$ cat src/rtl/ir_cap_pkg.sv
package ir_cap_pkg;
  localparam int CNT_W = 16;

  localparam logic [3:0] A_CTRL   = 4'd0;
  localparam logic [3:0] A_DIV    = 4'd1;
  localparam logic [3:0] A_MAXPER = 4'd2;
  localparam logic [3:0] A_NOISE  = 4'd3;
  localparam logic [3:0] A_INTEN  = 4'd4;
  localparam logic [3:0] A_PEND   = 4'd5;
  localparam logic [3:0] A_STAT   = 4'd6;
  localparam logic [3:0] A_MARK   = 4'd7;
  localparam logic [3:0] A_PER    = 4'd8;

  typedef struct packed {
    logic [CNT_W-1:0] mark;
    logic [CNT_W-1:0] period;
  } sym_t;

  typedef enum logic [1:0] {ST_IDLE, ST_MARK, ST_SPACE} meas_st_t;
endpackage

$ cat src/rtl/ir_input_cond.sv
module ir_input_cond #(
  parameter int NW = 8
) (
  input  logic          clk,
  input  logic          rst,
  input  logic          rx_pin,
  input  logic          invert,
  input  logic          tick,
  input  logic [NW-1:0] noise,
  output logic          filt
);
  logic          s1, s2, raw;
  logic [NW-1:0] cnt;
  logic [NW:0]   nxt, thr;

  assign raw = s2 ^ invert;
  assign nxt = {1'b0, cnt} + (NW+1)'(1);
  assign thr = (noise == '0) ? (NW+1)'(1) : {1'b0, noise};

  always_ff @(posedge clk) begin
    if (rst) begin
      s1   <= 1'b0;
      s2   <= 1'b0;
      cnt  <= '0;
      filt <= 1'b0;
    end else begin
      s1 <= rx_pin;
      s2 <= s1;
      if (tick) begin
        if (raw != filt) begin
          if (nxt >= thr) begin
            filt <= raw;
            cnt  <= '0;
          end else begin
            cnt <= nxt[NW-1:0];
          end
        end else begin
          cnt <= '0;
        end
      end
    end
  end

  // the filtered level moves only on a sample tick
  assert_filt_on_tick_R5: assert property (@(posedge clk) disable iff (rst)
    !tick |=> $stable(filt));
endmodule

$ cat src/rtl/ir_sym_meas.sv
module ir_sym_meas
  import ir_cap_pkg::*;
#(
  parameter int CW = CNT_W
) (
  input  logic          clk,
  input  logic          rst,
  input  logic          en,
  input  logic          tick,
  input  logic          filt,
  input  logic [CW-1:0] max_per,
  output logic          push,
  output logic          push_last,
  output logic [CW-1:0] push_mark,
  output logic [CW-1:0] push_per
);
  localparam logic [CW-1:0] SAT  = {CW{1'b1}} - CW'(1);
  localparam logic [CW-1:0] ONES = {CW{1'b1}};

  meas_st_t      st;
  logic [CW-1:0] mark_c, per_c;

  function automatic logic [CW-1:0] inc_sat(input logic [CW-1:0] v);
    return (v >= SAT) ? SAT : v + CW'(1);
  endfunction

  always_ff @(posedge clk) begin
    if (rst || !en) begin
      st        <= ST_IDLE;
      mark_c    <= '0;
      per_c     <= '0;
      push      <= 1'b0;
      push_last <= 1'b0;
      push_mark <= '0;
      push_per  <= '0;
    end else begin
      push <= 1'b0;
      if (tick) begin
        case (st)
          ST_IDLE: if (filt) begin
            st     <= ST_MARK;
            mark_c <= CW'(1);
            per_c  <= CW'(1);
          end
          ST_MARK: begin
            per_c <= inc_sat(per_c);
            if (filt) mark_c <= inc_sat(mark_c);
            else      st     <= ST_SPACE;
          end
          default: begin
            if (filt) begin
              push      <= 1'b1;
              push_last <= 1'b0;
              push_mark <= mark_c;
              push_per  <= per_c;
              mark_c    <= CW'(1);
              per_c     <= CW'(1);
              st        <= ST_MARK;
            end else if (per_c >= max_per) begin
              push      <= 1'b1;
              push_last <= 1'b1;
              push_mark <= mark_c;
              push_per  <= ONES;
              st        <= ST_IDLE;
            end else begin
              per_c <= inc_sat(per_c);
            end
          end
        endcase
      end
    end
  end

  // a disabled receiver produces no entries
  assert_gate_R11: assert property (@(posedge clk) disable iff (rst)
    !en |=> !push);
endmodule

$ cat src/rtl/ir_cap_fifo.sv
module ir_cap_fifo #(
  parameter int DEPTH = 8,
  parameter int W     = 32,
  localparam int AW   = (DEPTH > 1) ? $clog2(DEPTH) : 1
) (
  input  logic         clk,
  input  logic         rst,
  input  logic         push,
  input  logic [W-1:0] din,
  input  logic         pop,
  output logic [W-1:0] dout,
  output logic [AW:0]  count,
  output logic         full,
  output logic         empty
);
  logic [W-1:0]  mem [DEPTH];
  logic [AW-1:0] wr_ptr, rd_ptr;
  logic          do_push, do_pop;

  assign full    = (count == (AW+1)'(DEPTH));
  assign empty   = (count == '0);
  assign do_push = push && !full;
  assign do_pop  = pop && !empty;
  assign dout    = mem[rd_ptr];

  function automatic logic [AW-1:0] nxt_ptr(input logic [AW-1:0] p);
    return (p == AW'(DEPTH-1)) ? '0 : p + AW'(1);
  endfunction

  always_ff @(posedge clk) begin
    if (do_push) mem[wr_ptr] <= din;
  end

  always_ff @(posedge clk) begin
    if (rst) begin
      wr_ptr <= '0;
      rd_ptr <= '0;
      count  <= '0;
    end else begin
      if (do_push) wr_ptr <= nxt_ptr(wr_ptr);
      if (do_pop)  rd_ptr <= nxt_ptr(rd_ptr);
      case ({do_push, do_pop})
        2'b10:   count <= count + (AW+1)'(1);
        2'b01:   count <= count - (AW+1)'(1);
        default: count <= count;
      endcase
    end
  end

  assert_no_overflow_R8: assert property (@(posedge clk) disable iff (rst)
    count <= (AW+1)'(DEPTH));
  assert_drop_when_full_R8: assert property (@(posedge clk) disable iff (rst)
    (push && full && !pop) |=> (count == $past(count)));
endmodule

$ cat src/rtl/ir_capture_rx.sv
module ir_capture_rx
  import ir_cap_pkg::*;
#(
  parameter int          FIFO_DEPTH = 8,
  parameter int          DIV_W      = 16,
  parameter int          NOISE_W    = 8,
  parameter logic [15:0] RST_MAXPER = 16'h5000,
  parameter int          RST_DIV    = 1,
  parameter int          RST_NOISE  = 1
) (
  input  logic        clk,
  input  logic        rst,
  input  logic        bus_wr,
  input  logic        bus_rd,
  input  logic [3:0]  bus_addr,
  input  logic [15:0] bus_wdata,
  output logic [15:0] bus_rdata,
  input  logic        rx_pin,
  output logic        irq
);
  localparam int FAW = (FIFO_DEPTH > 1) ? $clog2(FIFO_DEPTH) : 1;
  localparam int SW  = $bits(sym_t);

  logic [1:0]         ctrl;
  logic [DIV_W-1:0]   div_r, div_cnt, div_lim;
  logic [CNT_W-1:0]   maxper;
  logic [NOISE_W-1:0] noise_r;
  logic [3:0]         inten, pend, set_v, clr_v;
  logic [CNT_W-1:0]   mark_hold;
  logic               tick, filt;
  logic               m_push, m_last;
  logic [CNT_W-1:0]   m_mark, m_per;
  sym_t               f_din, f_dout;
  logic [FAW:0]       f_count;
  logic               f_full, f_empty, f_pop;

  // sample tick
  assign div_lim = (div_r == '0) ? '0 : div_r - DIV_W'(1);
  always_ff @(posedge clk) begin
    if (rst || !ctrl[0]) begin
      div_cnt <= '0;
      tick    <= 1'b0;
    end else if (div_cnt >= div_lim) begin
      div_cnt <= '0;
      tick    <= 1'b1;
    end else begin
      div_cnt <= div_cnt + DIV_W'(1);
      tick    <= 1'b0;
    end
  end

  ir_input_cond #(.NW(NOISE_W)) u_cond (
    .clk(clk), .rst(rst), .rx_pin(rx_pin), .invert(ctrl[1]),
    .tick(tick), .noise(noise_r), .filt(filt)
  );

  ir_sym_meas #(.CW(CNT_W)) u_meas (
    .clk(clk), .rst(rst), .en(ctrl[0]), .tick(tick), .filt(filt),
    .max_per(maxper), .push(m_push), .push_last(m_last),
    .push_mark(m_mark), .push_per(m_per)
  );

  assign f_din = '{mark: m_mark, period: m_per};
  assign f_pop = bus_rd && (bus_addr == A_PER) && !f_empty;

  ir_cap_fifo #(.DEPTH(FIFO_DEPTH), .W(SW)) u_fifo (
    .clk(clk), .rst(rst), .push(m_push), .din(f_din), .pop(f_pop),
    .dout(f_dout), .count(f_count), .full(f_full), .empty(f_empty)
  );

  // interrupt sources
  always_comb begin
    set_v[0] = m_push && !f_full;
    set_v[1] = m_push && !f_full && m_last;
    set_v[2] = m_push && f_full;
    set_v[3] = m_push && !f_full && !f_pop &&
               (f_count == (FAW+1)'(FIFO_DEPTH - 1));
    clr_v    = (bus_wr && bus_addr == A_PEND) ? bus_wdata[3:0] : 4'd0;
  end

  always_ff @(posedge clk) begin
    if (rst) begin
      ctrl      <= '0;
      div_r     <= DIV_W'(RST_DIV);
      maxper    <= RST_MAXPER;
      noise_r   <= NOISE_W'(RST_NOISE);
      inten     <= '0;
      pend      <= '0;
      mark_hold <= '0;
      bus_rdata <= '0;
      irq       <= 1'b0;
    end else begin
      pend <= (pend & ~clr_v) | set_v;
      irq  <= |(pend & inten);
      if (bus_wr) begin
        case (bus_addr)
          A_CTRL:   ctrl    <= bus_wdata[1:0];
          A_DIV:    div_r   <= bus_wdata[DIV_W-1:0];
          A_MAXPER: maxper  <= bus_wdata;
          A_NOISE:  noise_r <= bus_wdata[NOISE_W-1:0];
          A_INTEN:  inten   <= bus_wdata[3:0];
          default:  ;
        endcase
      end
      if (f_pop) mark_hold <= f_dout.mark;
      if (bus_rd) begin
        case (bus_addr)
          A_CTRL:   bus_rdata <= {14'd0, ctrl};
          A_DIV:    bus_rdata <= 16'(div_r);
          A_MAXPER: bus_rdata <= maxper;
          A_NOISE:  bus_rdata <= 16'(noise_r);
          A_INTEN:  bus_rdata <= {12'd0, inten};
          A_PEND:   bus_rdata <= {12'd0, pend};
          A_STAT:   bus_rdata <= {8'(f_count), 5'd0, pend[2], 2'd0};
          A_MARK:   bus_rdata <= mark_hold;
          A_PER:    bus_rdata <= f_empty ? 16'd0 : f_dout.period;
          default:  bus_rdata <= 16'd0;
        endcase
      end
    end
  end

  assert_w1c_R9: assert property (@(posedge clk) disable iff (rst)
    (bus_wr && bus_addr == A_PEND && bus_wdata[2] && !set_v[2]) |=> !pend[2]);
  assert_irq_needs_enable_R10: assert property (@(posedge clk) disable iff (rst)
    (inten == 4'd0) |=> !irq);
endmodule

$ cat config.mk
export PLATFORM = sky130hd
export DESIGN_NAME = ir_capture_rx
export DESIGN_NICKNAME = d
export VERILOG_FILES = /design/src/rtl/ir_cap_pkg.sv /design/src/rtl/ir_input_cond.sv /design/src/rtl/ir_sym_meas.sv /design/src/rtl/ir_cap_fifo.sv /design/src/rtl/ir_capture_rx.sv
export SDC_FILE = /design/constraint.sdc
export NUM_CORES = 1
export LEC_CHECK = 0
export BUFFER_PORTS_ARGS = -buffer_cell sky130_fd_sc_hd__clkbuf_2
export CORE_UTILIZATION = 25
export DETAILED_ROUTE_END_ITERATION = 7
export SLEW_MARGIN = 20
export SYNTH_ARGS = -nofsm -noshare
export SYNTH_HDL_FRONTEND = slang
export SYNTH_SLANG_ARGS = --single-unit
$ cat constraint.sdc
create_clock -name clk -period 5.7 [get_ports clk]
set_clock_uncertainty 0.2 [all_clocks]
set_input_delay 1.14 -clock clk [delete_from_list [all_inputs] [get_ports clk]]
set_output_delay 1.14 -clock clk [all_outputs]
set_load 0.01 [all_outputs]
After elaboration in Yosys (flattened, before gate mapping)
Memories as Yosys holds them, arrays and structs flattened. A register that Yosys moved wholly into a read port is not among the register bits.
Cells that the tools add are included.
- add/subtract/negate cells: 9
- order comparisons: 5
- eq/ne operators: 19
- muxes and demuxes: 36
- bitwise logic cells: 7
- reductions and logical operators: 36
- operators with widths (operator ; number):
    $mux W16 ; 13
    $pmux W16 S9 ; 1
    $add A16 B1 Y16 const B ; 3
    $ge A16 B16 Y1 ; 2
    $ge A16 B16 Y1 const B ; 2
    $pmux W16 S2 ; 1
    $mux W8 ; 3
    $eq A4 B3 Y1 const B ; 5
    $logic_not A16 Y1 ; 1
    $sub A16 B1 Y16 const B ; 1
    $mux W3 ; 4
    $reduce_and A2 Y1 ; 6
    $add A8 B1 Y9 const B ; 1
    $ge A9 B9 Y1 ; 1
    $logic_and A1 B1 Y1 ; 9
    $reduce_and A3 Y1 ; 3
    $and A4 B4 Y4 ; 2
    $eq A4 B2 Y1 const B ; 2
    $eq A4 B4 Y1 const B ; 2
    $logic_not A4 Y1 ; 2
    $logic_not A8 Y1 ; 1
    $mux W2 ; 4
    $pmux W4 S2 ; 1
    $reduce_or A4 Y1 ; 2
    24 further kinds ; 40
- register bits after elaboration: 189
- RAM bits: 256
- input port bits: 25
- output and inout bits: 17
- word-level logic and storage cells: 138
- memories kept: 1
- memory list (name ; words ; width ; rd ports ; clocked after memory_dff ; wr ports ; line ; RTL):
    u_fifo.mem ; 8 ; 32 ; 1 ; 1 ; 1 ; ir_cap_fifo.sv:16 ; logic [W-1:0] mem [DEPTH];

Logic depth before layout (Yosys ltp)
- word-level depth: 7
- mapped depth: 15
- depth with buffers taken out: 14

Modules after synthesis
A second synthesis with hierarchy kept.
- cells, all modules: 1562
- area total of the unflattened synthesis: 19608.8 um^2
- by module, submodules not included (module ; times used ; cells an instance ; area each (um^2) ; sequential area each (um^2)):
    ir_cap_fifo ; 1 ; 448 ; 10301.1 ; 7947.6
    ir_capture_rx ; 1 ; 612 ; 4973.5 ; 2001.9
    ir_sym_meas ; 1 ; 406 ; 3544.6 ; 1361.3
    ir_input_cond ; 1 ; 96 ; 789.5 ; 220.2

Worst setup path after synthesis
Ideal clock, no wire load.
- path type: register to register
- start point: reg u_fifo.count[0]
- end point: mem u_fifo.mem[2][0] (enable)
- setup time: 513 ps
- arrival: 4127 ps
- required time: 4987 ps
- path slack: 860 ps
- cell stages (with the launch flop): 5
- buffers on the path: 0
- clock period less this slack: 4840 ps
- path through: dfxtp_1 nor3_1 nand2_1 nand2_1 nor4b_1
- word-level cells in the longest chain between the ends: 5
- RTL lines (element ; line ; RTL):
    from (decl) ; ir_cap_fifo.sv:12 ; output logic [AW:0] count,
    from (signal assigned) ; ir_cap_fifo.sv:43 ; 2'b10: count <= count + (AW+1)'(1);
    from (signal assigned) ; ir_cap_fifo.sv:44 ; 2'b01: count <= count - (AW+1)'(1);
    from (signal assigned) ; ir_cap_fifo.sv:45 ; default: count <= count;
    $eq A4 B4 Y1 ; ir_cap_fifo.sv:20 ; assign full = (count == (AW+1)'(DEPTH));
    $logic_not A1 Y1 ; ir_cap_fifo.sv:22 ; assign do_push = push && !full;
    $logic_and A1 B1 Y1 ; ir_cap_fifo.sv:22 ;
    $mux W1 ; ir_cap_fifo.sv:31 ; if (do_push) mem[wr_ptr] <= din;
    $mux W1 (implied by the code) ; ir_cap_fifo.sv:31 ;
    to (decl) ; ir_cap_fifo.sv:16 ;
Every way passes these cells.

Worst setup path after layout
- start point: in bus_addr[0]
- end point: reg u_fifo.count[3]
- word-level cells in the longest chain between the ends: 6
- elaborated cells on any way between the ends: 8
- those cells by class: eq/ne: 3; mux: 1; reduce/logical: 4
- RTL lines (element ; line ; RTL):
    from (decl) ; ir_capture_rx.sv:15 ; input logic [3:0] bus_addr,
    $eq A4 B4 Y1 (*) ; ir_capture_rx.sv:64 ; assign f_pop = bus_rd && (bus_addr == A_PER) && !f_empty;
    $logic_and A1 B1 Y1 (*) (2 in series) ; ir_capture_rx.sv:64 ;
    $logic_and A1 B1 Y1 (*) ; ir_cap_fifo.sv:23 ; assign do_pop = pop && !empty;
    $eq A2 B1 Y1 / $eq A2 B2 Y1 (equally long branches) ; ir_cap_fifo.sv:42 ; case ({do_push, do_pop})
    $pmux W4 S2 / $reduce_bool A2 Y1 (equally long branches) ; -- ;
Mark *: on every way between the ends. The rest lies on a longest branch, timed or not.
A chain may end at the register's enable or synchronous reset.

==> results.tsv <==
stage	metric	value	unit
outcome	status	finished clean	
grt	busiest grt layer	met2	
power_and_ir_drop	Pleak	6.52	nW
finish	final-layout fill cell count	7730	
placement	setup slack at placement	1.25	ns
synth	Synth area leaders	edfxtp_1, dfxtp_1, mux4_2, nand2_1, ha_1	
grt	met3 usage	0.0238	
synth	top cell type's share of synthesized area	0.400	
routing	Post-DRT Antenna Nets	0	
power_and_ir_drop	Max VDD drop	0.000189	V
finish	Final Instance Area	22100	µm²
floorplanning	Die X	279	µm
grt	Remaining Overflow, GRT	0	
finish	share of cells above drive strength 1	0.158	
synth	syn_nets	1630	
critical_path	crit-path cells	clkbuf_2 > nor2_2 > nand4_2 > buf_4 > or2_1 > inv_4 > ha_1 > ha_1 > a21o_1 > a21oi_1 > xnor2_1 > or3_1 > a21oi_1	
routing	final wirelength	48100	µm
synth	Post-synth EDFFs	256	
timing	RSZ-0062 raised after global routing	no	
synth	Main synth FF type	edfxtp_1	
power_and_ir_drop	PwrDens	299	nW/µm²
grt	largest net degree at the start of global routing	82	
placement	placed cell area	20500	µm²
clock_tree	CTS Buf Count	46	
floorplanning	I/O pins	42	
routing	DR iter-0 viols	954	
grt	GRT Total Usage	0.122	
floorplanning	row count	101	
routing	DRC Markers	0	
critical_path	Critical Setup Path Class	primary input to register	
grt	vias in the first global route	12400	
grt	initial antenna violation count	0	
placement	hpwl dp	31500	µm
clock_tree	worst skew pair latency	0.59	ns
synth	Ys Warns	0	
critical_path	Slowest-stage cell, CP	nor2_2	
floorplanning	Starting Density	0.253	
finish	Area Overhead vs Synth	14.9	%
timing	Hold Fails Final Rpt	0	
clock_tree	# resized after CTS	0	
synth	Commonest cells post-synth	edfxtp_1, dfxtp_1, nand2_1	
clock_tree	clk root buf	clkbuf_16	
synth	Post-Syn Area per Cell	12.4	µm²
flow_run	Max-Cap Viols	0	
timing	Final Max Slew Viols	0	
grt	first-pass GRT wire length	74400	µm
min_path	worst min path class	register to register	
routing	Via Count	12600	
critical_path	CP Data Required Time	6.00	ns
synth	Synth cell types	72	
synth	post-synthesis sequential area ratio	0.599	
critical_path	CP startpoint kind	primary input	
timing	Tightest Pin Transition	0.961	ns
timing	Fmax achieved	256	MHz
clock_tree	# hold bufs at CTS	0	
critical_path	Arr. time, crit path	4.21	ns
timing	clock period minus worst slack	3.91	ns
clock_tree	Clock Sinks	448	
timing	Slew HR	0.357	
synth	area leader, netlist	edfxtp_1	
clock_tree	CTS tree	yes	
grt	met1 usage	0.159	
floorplanning	overall die height	279	µm
floorplanning	die area	78100	µm²
timing	final period utilization	0.685	
placement	I/O Buffers	41	
routing	Initial DRT Pass Iterations	5	
routing	WL/cell	18.3	µm
clock_tree	clk buf depth	3	
timing	setup tns final	0	ns
timing	final setup vio count	0	
critical_path	crit-path max cell delay	0.33	ns
synth	Syn Inst Count	1548	
clock_tree	CTS H-tree depth	2	
finish	Nets	1649	
synth	top-count cell post-synth	edfxtp_1	
critical_path	crit path capture type	register	
clock_tree	post-CTS setup buffers	0	
synth	FFs w/ async S/R, synth	0	
finish	Util after Layout	0.291	
synth	#FFs+latches synth	448	
placement	RePlAce Congestion	0.908	
synth	synthesized area	19200	µm²
critical_path	largest fanout on the critical path	35	
clock_tree	Worst-path clk slew	0.06	ns
routing	vias per inst	4.78	
finish	Ant. Diodes	0	
floorplanning	Core Box Area	76100	µm²
grt	met2 Use GR	0.207	
timing	fin worst setup slack	1.79	ns
==> final timing paths <==
| check | from | end | slack [ns] | depth (start not counted) |
|---|---|---|---|---|
| hold reg to reg | u_cond.s1 | u_cond.s2 | 0.24 | 1 |
| setup / recovery | bus_addr[0] | u_fifo.count[3] | 1.79 | 13 |
| setup reg to reg | div_r[9] | div_cnt[13] | 1.86 | 12 |
| hold / removal | u_cond.s1 | u_cond.s2 | 0.24 | 1 |
==> where the power goes <==
part           internal [mW]  total [mW]  switching, mW  leakage, nW
registers               3.39        3.39        0.00702         3.31
clock network           1.84        3.11           1.28        0.771
logic                 0.0314       0.104         0.0731         2.44
total                   5.25        6.61           1.36         6.52
==> logic make-up (layout without fill, tap and decap cells) <==
family | after synthesis | in the layout | synth area share
flip-flops | 448 | 448 | 0.599
AO/OA/AOI/OAI | 311 | 311 | 0.110
adder cells (fa/ha/maj) | 57 | 57 | 0.0375
buffers and inverters | 132 | 187 | 0.0310
multiplexers | 114 | 114 | 0.102
XOR/XNOR | 38 | 38 | 0.0173
AND/OR/NAND/NOR | 448 | 448 | 0.103
==> layout by cell type (no fill, tap or decap), types with 5 or more instances in the layout <==
master	count
a211oi_1	32
a21o_1	10
a21oi_1	96
a21oi_2	11
a221oi_1	6
a222oi_1	6
a22oi_1	32
a31oi_1	16
a41oi_1	5
and3_1	21
buf_4	20
bufinv_16	5
clkbuf_1	5
clkbuf_16	46
clkbuf_2	40
clkbuf_8	9
clkinv_2	9
clkinvlp_4	5
dfxtp_1	189
edfxtp_1	256
ha_1	56
inv_1	40
mux2i_1	49
mux4_2	65
nand2_1	189
nand2b_1	11
nand3_1	39
nand4_1	9
nor2_1	125
nor2b_1	10
nor3_1	12
o21ai_0	34
o221a_1	5
o221a_2	16
o221ai_1	5
o22ai_1	9
xnor2_1	15
xor2_1	23
==> cell type report <==
class	instances	area [µm²]	share of cell area
Sequential cell	448	11500	0.522
Multi-Input combinational cell	968	7180	0.325
Clock buffer	60	1290	0.0585
Tap cell	1030	1290	0.0583
Timing Repair Buffer	60	350	0.0158
Clock inverter	24	290	0.0131
Inverter	43	164	0.00741
==> per-layer routing <==
metal  vias up  routed length [µm]
li1       5852                   -
met1      6352               21200
met2       308               23100
met3        76                2720
met4         0                1050
met5         -                   0
==> critical path, delay by kind of cell <==
kind	cells	cell delay, ns
buf+inv	3	0.87
xor+xnor	1	0.09
fa+ha+maj	2	0.51
compound gates	3	0.49
simple gates	4	1.10
==> state kept, by name, indices dropped and copies added, names as in the netlist, 2 cells and up, named ones only <==
name and count:
bus_rdata 16, u_meas.push_per 16, div_cnt 16, u_meas.push_mark 16, u_cond.cnt 8, u_meas.per_c 16, u_meas.mark_c 16, u_meas.st 2
noise_r 8, div_r 16, maxper 16, u_fifo.count 4, inten 4, pend 4, u_fifo.rd_ptr 3, u_fifo.mem 256
u_fifo.wr_ptr 3, ctrl 2, mark_hold 16
==> stage by stage <==
step	power (mW)	cells	hold slack (ns)
after floorplan	3.53	1548	0.214
after global placement	3.56	2549	0.223
after detailed placement	3.57	2549	0.230
after CTS	6.68	2633	0.244
after global routing	6.82	2633	0.262
final	6.61	2633	0.240
(Power assumes the default switching activity.)
